### config.mk
export PLATFORM = sky130hd
export DESIGN_NAME = pmadd_unit
export DESIGN_NICKNAME = d
export VERILOG_FILES = /design/src/rtl/pmadd_pkg.sv /design/src/rtl/pmadd_sum.sv /design/src/rtl/pmadd_square.sv /design/src/rtl/pmadd_acc_stage.sv /design/src/rtl/pmadd_unit.sv
export SDC_FILE = /design/constraint.sdc
export NUM_CORES = 1
export LEC_CHECK = 0
export BUFFER_PORTS_ARGS = -buffer_cell sky130_fd_sc_hd__buf_2
export CELL_PAD_IN_SITES_DETAIL_PLACEMENT = 1
export CELL_PAD_IN_SITES_GLOBAL_PLACEMENT = 1
export CORE_UTILIZATION = 44
export CTS_BUF_LIST = sky130_fd_sc_hd__clkbuf_8 sky130_fd_sc_hd__clkbuf_16
export DETAILED_ROUTE_END_ITERATION = 8
export PLACE_DENSITY_LB_ADDON = 0.1
export SLEW_MARGIN = 10
export SYNTH_ARGS = -nofsm -noshare
export SYNTH_HDL_FRONTEND = slang
export SYNTH_SLANG_ARGS = --single-unit
### constraint.sdc
create_clock -name clk -period 7.81 [get_ports clk]
set_input_delay 0.3905 -clock clk [delete_from_list [all_inputs] [get_ports clk]]
set_output_delay 0.3905 -clock clk [all_outputs]
set_load 0.05 [all_outputs]
### src/rtl/pmadd_pkg.sv
package pmadd_pkg;

   localparam int OP_W = 3;

   typedef enum logic [OP_W-1:0] {
      OPC_SUM     = 3'd0,
      OPC_SUM_ACC = 3'd1,
      OPC_SQR     = 3'd2,
      OPC_SQR_ACC = 3'd3
   } opc_e;

   // Only the lower half of the op-code space is defined.
   function automatic logic opc_defined(input logic [OP_W-1:0] op);
      return (op[OP_W-1] == 1'b0);
   endfunction

   // Bit 0 of a defined op code selects accumulate.
   function automatic logic opc_accumulates(input logic [OP_W-1:0] op);
      return op[0];
   endfunction

   // Bit 1 of a defined op code selects the square form.
   function automatic logic opc_squares(input logic [OP_W-1:0] op);
      return op[1];
   endfunction

endpackage

### src/rtl/pmadd_sum.sv
module pmadd_sum #(
   parameter int DATA_W     = 32,
   parameter int IMM_W      = 4,
   parameter int PRE_W      = 2,
   parameter int SHIFT_STEP = 8
) (
   input  logic [DATA_W-1:0] src_b,
   input  logic [DATA_W-1:0] src_c,
   input  logic [IMM_W-1:0]  imm,
   input  logic [PRE_W-1:0]  pre,
   output logic [DATA_W-1:0] sum
);
   localparam int MAX_SHIFT = SHIFT_STEP * ((1 << PRE_W) - 1);
   localparam int SH_W      = $clog2(MAX_SHIFT + 1) + 1;

   logic [DATA_W-1:0] imm_ext;
   logic [DATA_W-1:0] offset;
   logic [SH_W-1:0]   sh_amt;

   assign imm_ext = {{(DATA_W-IMM_W){imm[IMM_W-1]}}, imm};
   assign offset  = imm_ext + src_c;
   assign sh_amt  = SH_W'(pre) * SH_W'(SHIFT_STEP);
   assign sum     = src_b + (offset << sh_amt);

endmodule

### src/rtl/pmadd_square.sv
module pmadd_square #(
   parameter int DATA_W  = 32,
   parameter int SQ_IMPL = 0
) (
   input  logic [DATA_W-1:0] src,
   output logic [DATA_W-1:0] sq
);
   // The low word of a product is the same for signed and unsigned operands.
   generate
      if (SQ_IMPL == 0) begin : g_operator
         assign sq = src * src;
      end else begin : g_shift_add
         logic [DATA_W-1:0] acc;
         always_comb begin
            acc = '0;
            for (int i = 0; i < DATA_W; i++) begin
               if (src[i]) acc = acc + (src << i);
            end
         end
         assign sq = acc;
      end
   endgenerate

endmodule

### src/rtl/pmadd_acc_stage.sv
module pmadd_acc_stage #(
   parameter int DATA_W = 32,
   parameter int IDX_W  = 3
) (
   input  logic              clk,
   input  logic              rst_n,
   input  logic              s1_valid,
   input  logic              s1_we,
   input  logic              s1_acc,
   input  logic [IDX_W-1:0]  s1_idx,
   input  logic [DATA_W-1:0] s1_dst,
   input  logic [DATA_W-1:0] s1_part,
   output logic              out_valid,
   output logic              out_we,
   output logic [IDX_W-1:0]  out_idx,
   output logic [DATA_W-1:0] out_result
);
   logic [DATA_W-1:0] addend;
   logic [DATA_W-1:0] total;

   assign addend = s1_acc ? s1_dst : '0;
   assign total  = addend + s1_part;

   always_ff @(posedge clk) begin
      if (!rst_n) begin
         out_valid  <= 1'b0;
         out_we     <= 1'b0;
         out_idx    <= '0;
         out_result <= '0;
      end else begin
         out_valid <= s1_valid;
         out_we    <= s1_valid & s1_we;
         if (s1_valid) begin
            out_idx    <= s1_idx;
            out_result <= total;
         end
      end
   end

endmodule

### src/rtl/pmadd_unit.sv
module pmadd_unit
   import pmadd_pkg::*;
#(
   parameter int DATA_W     = 32,
   parameter int IMM_W      = 4,
   parameter int PRE_W      = 2,
   parameter int SHIFT_STEP = 8,
   parameter int IDX_W      = 3,
   parameter int SQ_IMPL    = 0
) (
   input  logic              clk,
   input  logic              rst_n,
   input  logic              in_valid,
   input  logic [OP_W-1:0]   in_op,
   input  logic [IDX_W-1:0]  in_dst_idx,
   input  logic [DATA_W-1:0] in_dst_val,
   input  logic [DATA_W-1:0] in_src_b,
   input  logic [DATA_W-1:0] in_src_c,
   input  logic [IMM_W-1:0]  in_imm,
   input  logic [PRE_W-1:0]  in_pre,
   output logic              out_valid,
   output logic              out_we,
   output logic [IDX_W-1:0]  out_dst_idx,
   output logic [DATA_W-1:0] out_result
);
   localparam int MAX_SHIFT = SHIFT_STEP * ((1 << PRE_W) - 1);

   // Elaboration-time parameter checks
   if (MAX_SHIFT >= DATA_W) begin : g_bad_shift
      $error("pmadd_unit: largest shift must stay below DATA_W");
   end
   if (IMM_W < 1 || IMM_W > DATA_W) begin : g_bad_imm
      $error("pmadd_unit: IMM_W must lie in 1..DATA_W");
   end
   if (SQ_IMPL != 0 && SQ_IMPL != 1) begin : g_bad_sq
      $error("pmadd_unit: SQ_IMPL must be 0 or 1");
   end

   logic [DATA_W-1:0] sum_val;
   logic [DATA_W-1:0] sq_val;
   logic [DATA_W-1:0] part_d;

   pmadd_sum #(
      .DATA_W(DATA_W), .IMM_W(IMM_W), .PRE_W(PRE_W), .SHIFT_STEP(SHIFT_STEP)
   ) u_sum (
      .src_b(in_src_b), .src_c(in_src_c), .imm(in_imm), .pre(in_pre), .sum(sum_val)
   );

   pmadd_square #(.DATA_W(DATA_W), .SQ_IMPL(SQ_IMPL)) u_sq (
      .src(in_src_b), .sq(sq_val)
   );

   assign part_d = opc_squares(in_op) ? sq_val : sum_val;

   // Stage 1: the multiply/add result is registered
   logic              s1_valid;
   logic              s1_we;
   logic              s1_acc;
   logic [IDX_W-1:0]  s1_idx;
   logic [DATA_W-1:0] s1_dst;
   logic [DATA_W-1:0] s1_part;

   always_ff @(posedge clk) begin
      if (!rst_n) begin
         s1_valid <= 1'b0;
         s1_we    <= 1'b0;
         s1_acc   <= 1'b0;
         s1_idx   <= '0;
         s1_dst   <= '0;
         s1_part  <= '0;
      end else begin
         s1_valid <= in_valid;
         if (in_valid) begin
            s1_we   <= opc_defined(in_op);
            s1_acc  <= opc_accumulates(in_op);
            s1_idx  <= in_dst_idx;
            s1_dst  <= in_dst_val;
            s1_part <= part_d;
         end
      end
   end

   // Stage 2: accumulate and result register
   pmadd_acc_stage #(.DATA_W(DATA_W), .IDX_W(IDX_W)) u_acc (
      .clk(clk), .rst_n(rst_n),
      .s1_valid(s1_valid), .s1_we(s1_we), .s1_acc(s1_acc),
      .s1_idx(s1_idx), .s1_dst(s1_dst), .s1_part(s1_part),
      .out_valid(out_valid), .out_we(out_we),
      .out_idx(out_dst_idx), .out_result(out_result)
   );

endmodule

Word level (Yosys, flattened, before mapping)
Cells that the tools add are included.
- input port bits: 111
- word-level logic and storage cells: 19
- bits in registers: 107
- output and inout port bits: 37
- shift-type cells: 1
- $mul: 1
- multiplexer cells: 2
- bitwise operators: 2
- add/subtract/negate cells: 3
- operators by type and width (cell ; number):
    32-bit adder ; 3
    32-bit two-way mux ; 2
    32-bit by 32-bit multiplier with 32-bit output ; 1
    32-bit by 5-bit left shift with 32-bit output ; 1
    1-bit AND ; 1
    1-bit NOT ; 1

Depth between registers and ports, before layout
- depth in word-level cells: 4
- depth in mapped cells: 28
- depth with buffers taken out: 27

Cells and area by module
From an unflattened synthesis, not the netlist that was laid out.
- cell total of the unflattened synthesis: 2591
- area, all modules: 22929.5 um^2
- modules (own cells, without submodules) (module ; area each (um^2) ; cells an instance ; times used ; seq. area each (um^2)):
    pmadd_square ; 13344.0 ; 1412 ; 1 ; 0.0
    pmadd_sum ; 3698.5 ; 530 ; 1 ; 0.0
    pmadd_acc_stage ; 3076.7 ; 385 ; 1 ; 740.7
    pmadd_unit ; 2810.2 ; 264 ; 1 ; 1401.3

Least setup slack after synthesis
No wires, ideal clock.
- path type: input to register
- from: in in_src_b[3]
- to: reg s1_part[31]
- setup slack: 0.353 ns
- cell stages on the path: 26
- arrival time: 7.324 ns
- setup time: 0.133 ns
- path buffers: 2
- data required time: 7.677 ns
- path through: clkbuf_1 > clkbuf_1 > nand2_1 > fa_1 > inv_1 > fa_1 > inv_1 > fa_1 > fa_1 > inv_1 > fa_1 > inv_1 > fa_1 > inv_1 > fa_1 > fa_1 > ha_1 > a21o_1 > a21o_1 > a21o_1 > a2111oi_0 > o21ai_0 > a2111oi_0 > nor4_1 > a22oi_1 > a31oi_1
- cells in the longest elaborated chain, start to end: 2
- elaborated cells between the ends (all ways): 3
- classes of those cells: add/sub (1); mul (1); mux (1)
- ends and longest elaborated chain (item ; RTL line ; RTL):
    start: declaration ; pmadd_unit.sv:17 ; input logic [DATA_W-1:0] in_src_b,
    32-bit by 32-bit multiplier with 32-bit output / 32-bit adder (equally long branches) ; pmadd_square.sv:11, pmadd_sum.sv:23 ;
    32-bit two-way mux * ; pmadd_unit.sv:53 ; assign part_d = opc_squares(in_op) ? sq_val : sum_val;
    end signal: assignment ; pmadd_unit.sv:78 ; s1_part <= part_d;
    end: declaration ; pmadd_unit.sv:61 ; logic [DATA_W-1:0] s1_part;
Every way passes the cells marked *; elsewhere a longest branch is shown, timed or not.
A chain may end at the register's enable or synchronous reset.

Final worst setup path
Ends and elaborated chain as after synthesis.

==> summary.md <==
| Metric | Value |
|---|---|
| CTS root buf | `clkbuf_16` |
| Ports | `roughly 150` |
| Post-CTS Setup Bufs | `0` |
| First-pass GRT wire length | `about 110000 um` |
| RD Place Congestion | `between 0.8 and 0.9` |
| Clock-pin slew on the worst setup and hold paths | `approximately 0.070 ns` |
| Chip width | `227.4 um` |
| Crit path kind | `in -> reg` |
| Total of max-cap violations | `0` |
| Post-CTS sizing | `0` |
| Synth cell types | `74` |
| Fill count | `5987` |
| # DRC | `0` |
| Synth Flop Type | `dfxtp_1` |
| CP Capture Type | `flop` |
| Post-Synth Simple-Gate Area | `0.1409` |
| Area growth from synthesis to layout | `8.348%` |
| Worst Skew | `just under 0.006 ns` |
| Final #Nets | `approximately 3.3k` |
| GR Util met2 | `0.4959` |
| Clock latency on the worst-skew pair | `0.36 ns` |
| Drt wl/cell | `around 20 um` |
| Vias in the first global route | `~20k` |
| Synth Instances | `2539` |
| Final hold vios | `0` |
| CTS tree | `built` |
| Seq cells post-synth | `107` |
| Worst EP arrival | `7.56 ns` |
| Ys Warns | `0` |
| Antenna Nets Post-Route | `0` |
| Seq/Total Area, Yosys | `0.09586` |
| Busiest grt layer | `met2` |
| Period utilisation layout | `0.9396` |
| Critical path launch point type | `input port` |
| Die Ht | `between 200 and 250 um` |
| Status | `completed` |
| WP data required | `8.03 ns` |
| Initial Utilization | `0.4454` |
| Synth Area in XOR/XNOR | `0.04938` |
| Initial antenna violation count | `2` |
| Syn Area/Cell | `8.801 sq um` |
| Share of cells above drive strength 1 | `0.08786` |
| Largest net degree at the start of global routing | `64` |
| TritonCTS buffer count | `9` |
| Count of flip-flops with a built-in enable after synthesis | `0` |
| Adder-cell share of the synthesized area | `0.4531` |
| Compound-Gate Fraction of Synth Area | `0.1302` |
| Detailed Place HPWL | `between 50000 and 60000 um` |
| Largest family of logic cells by synthesized area | `adder cells` |
| Async S/R FF share, synth | `0` |
| Gr usage total | `0.2693` |
| Synth top area cells | `fa_1, ha_1, dfxtp_1` |
| DRT iter0 DRCs | `825` |
| Clock Path Buffers | `2` |
| Clk sinks | `107` |
| Min cycle time layout | `7.338 ns` |
| CTS H-Tree Depth | `3` |
| Synthesized area | `22350 sq um` |
| TritonRoute pass-1 iters | `5` |
| RSZ-0062 raised after global routing | `no` |
| Final Util | `0.4826` |
| Port bufs | `147` |
| Post-synth top area share | `0.3288` |
| Die area | `51690 sq um` |
| Via density per instance | `about 5.4` |
| Final WL | `66570 um` |
| Final Max Tran Viols | `0` |
| Met1 Use GR | `0.3317` |
| Tightest Pin Transition | `between 0.8 and 0.9 ns` |
| Highest Clock Rate | `136.3 MHz` |
| Max FO, Critical Path | `14` |
| Total number of vias | `17.82k` |
| Grt met3 use | `0.02607` |
| Core area | `50170 sq um` |
| Hold Path Class | `in -> reg` |
| Total global routing overflow | `0` |
| Synth area leader | `fa_1` |
| Slew margin rel. | `0.4206` |
| Row Count | `82` |
| Cts-stage hold buffer count | `0` |
| Final setup fails | `0` |
| Multiplexer share of the synthesized area | `0.03774` |
## cell families (layout without fill, tap and decap cells)
family | after synthesis | in the layout
DFF | 107 | 107
xor gates and xnor gates | 126 | 126
and+or+nand+nor | 640 | 640
adders and majority gates | 589 | 589
other | 1 | 3
AOI/OAI and AO/OA | 444 | 444
buffers and inverters | 552 | 664
muxes | 80 | 80
## sequential cells by signal, summed over array words and instances (netlist names)
signal and cells:
s1_idx 3, s1_valid 1, u_acc.out_valid 1, u_acc.out_result 32, s1_part 32, s1_we 1
u_acc.out_we 1, u_acc.out_idx 3, s1_dst 32, s1_acc 1
## cells in the final DEF (no fill, tap or decap), types with 10 or more instances in the layout
cell,synthesis,layout
nand4_1,10,10
mux2i_1,73,73
xnor2_1,82,82
a31oi_1,15,15
o21bai_1,21,21
nor2b_1,11,11
nand2_1,159,159
o21a_1,26,26
a21o_1,58,58
xor2_1,44,44
fa_1,367,367
inv_1,459,461
nand2b_1,10,10
o21ai_0,82,82
buf_2,0,144
ha_1,222,222
nor2_1,174,174
nand3_1,21,21
buf_4,0,40
nor3_1,32,32
dfxtp_1,107,106
and2_1,174,174
a21oi_1,124,124
and3_1,13,13
a211oi_1,31,31
## path summary, 6_finish.rpt
path         slack [ns]                              start  cells after the start                           endpoint
min                0.24                           in_op[2]                      2                 s1_we$_SDFFE_PN0P_
max reg2reg        3.46                s1_acc$_SDFFE_PN0P_                     15  u_acc.out_result[30]$_SDFFE_PN0P_
min reg2reg        0.49  u_acc.out_result[13]$_SDFFE_PN0P_                      2  u_acc.out_result[13]$_SDFFE_PN0P_
max                0.47                        in_src_b[3]                     27           s1_part[31]$_SDFFE_PN0P_
## through the flow
stage / setup WS [ns] / cell area, sq um / instances / hold slack (ns) / setup TNS [ns]
3_3_place_gp: -0.01690 / 23900 / 3308 / 0.4620 / -0.01690
6_report: 0.4715 / 24210 / 3325 / 0.2385 / 0
4_1_cts: 0.2934 / 24200 / 3324 / 0.2243 / 0
2_1_floorplan: 0.3531 / 22350 / 2540 / 0.4522 / 0
3_5_place_dp: -0.07304 / 23900 / 3308 / 0.4731 / -0.07304
5_1_grt: 0.05923 / 24210 / 3324 / 0.2208 / 0
## synthesized netlist by cell type (7+ instances only)
cell and number:
a211o_1 8, a211oi_1 31, a21o_1 58, a21oi_1 124
a31oi_1 15, and2_1 174, and3_1 13, clkbuf_1 86
dfxtp_1 107, fa_1 367, ha_1 222, inv_1 459
mux2i_1 73, nand2_1 159, nand2b_1 10, nand3_1 21
nand3b_1 7, nand4_1 10, nor2_1 174, nor2b_1 11
nor3_1 32, o21a_1 26, o21ai_0 82, o21bai_1 21
o22ai_1 9, o31ai_1 9, xnor2_1 82, xor2_1 44
## worst max-delay path: stages
cell and delay, ns:
clkbuf_4 0.27, nand2_1 0.16, xor2_1 0.17, ha_1 0.20, a21o_1 0.17, fa_1 0.55
inv_1 0.06, fa_1 0.48, fa_1 0.55, inv_1 0.05, fa_1 0.51, inv_1 0.06
fa_1 0.54, inv_1 0.05, fa_1 0.45, fa_1 0.38, ha_1 0.37, a21o_1 0.20
a21o_1 0.19, a21o_1 0.19, a2111oi_1 0.34, buf_4 0.18, o21ai_0 0.22, a2111oi_1 0.46
nor4_1 0.08, a22oi_1 0.17, a31oi_1 0.10
## layout make-up
class / count / area, sq um / share of cell area
multi-input cells: 1881 / 18140 / 0.7492
flip-flops and latches: 107 / 2143 / 0.08852
inverters: 461 / 1730 / 0.07147
repair buffers: 187 / 1056 / 0.04362
well taps: 672 / 840.8 / 0.03473
clock buffers: 9 / 225.2 / 0.009302
clock inverters: 7 / 75.07 / 0.003101
diodes: 1 / 2.502 / 0.0001034
## metal layers
layer  share of wire  wire length [um]
met3           0.024              1612
met2            0.52             34700
met5               0                 0
met4           0.028              1870
met1            0.43             28400
Power is not shown: default switching activity piles up to over one toggle a cycle in this logic, so the estimate is an artifact.
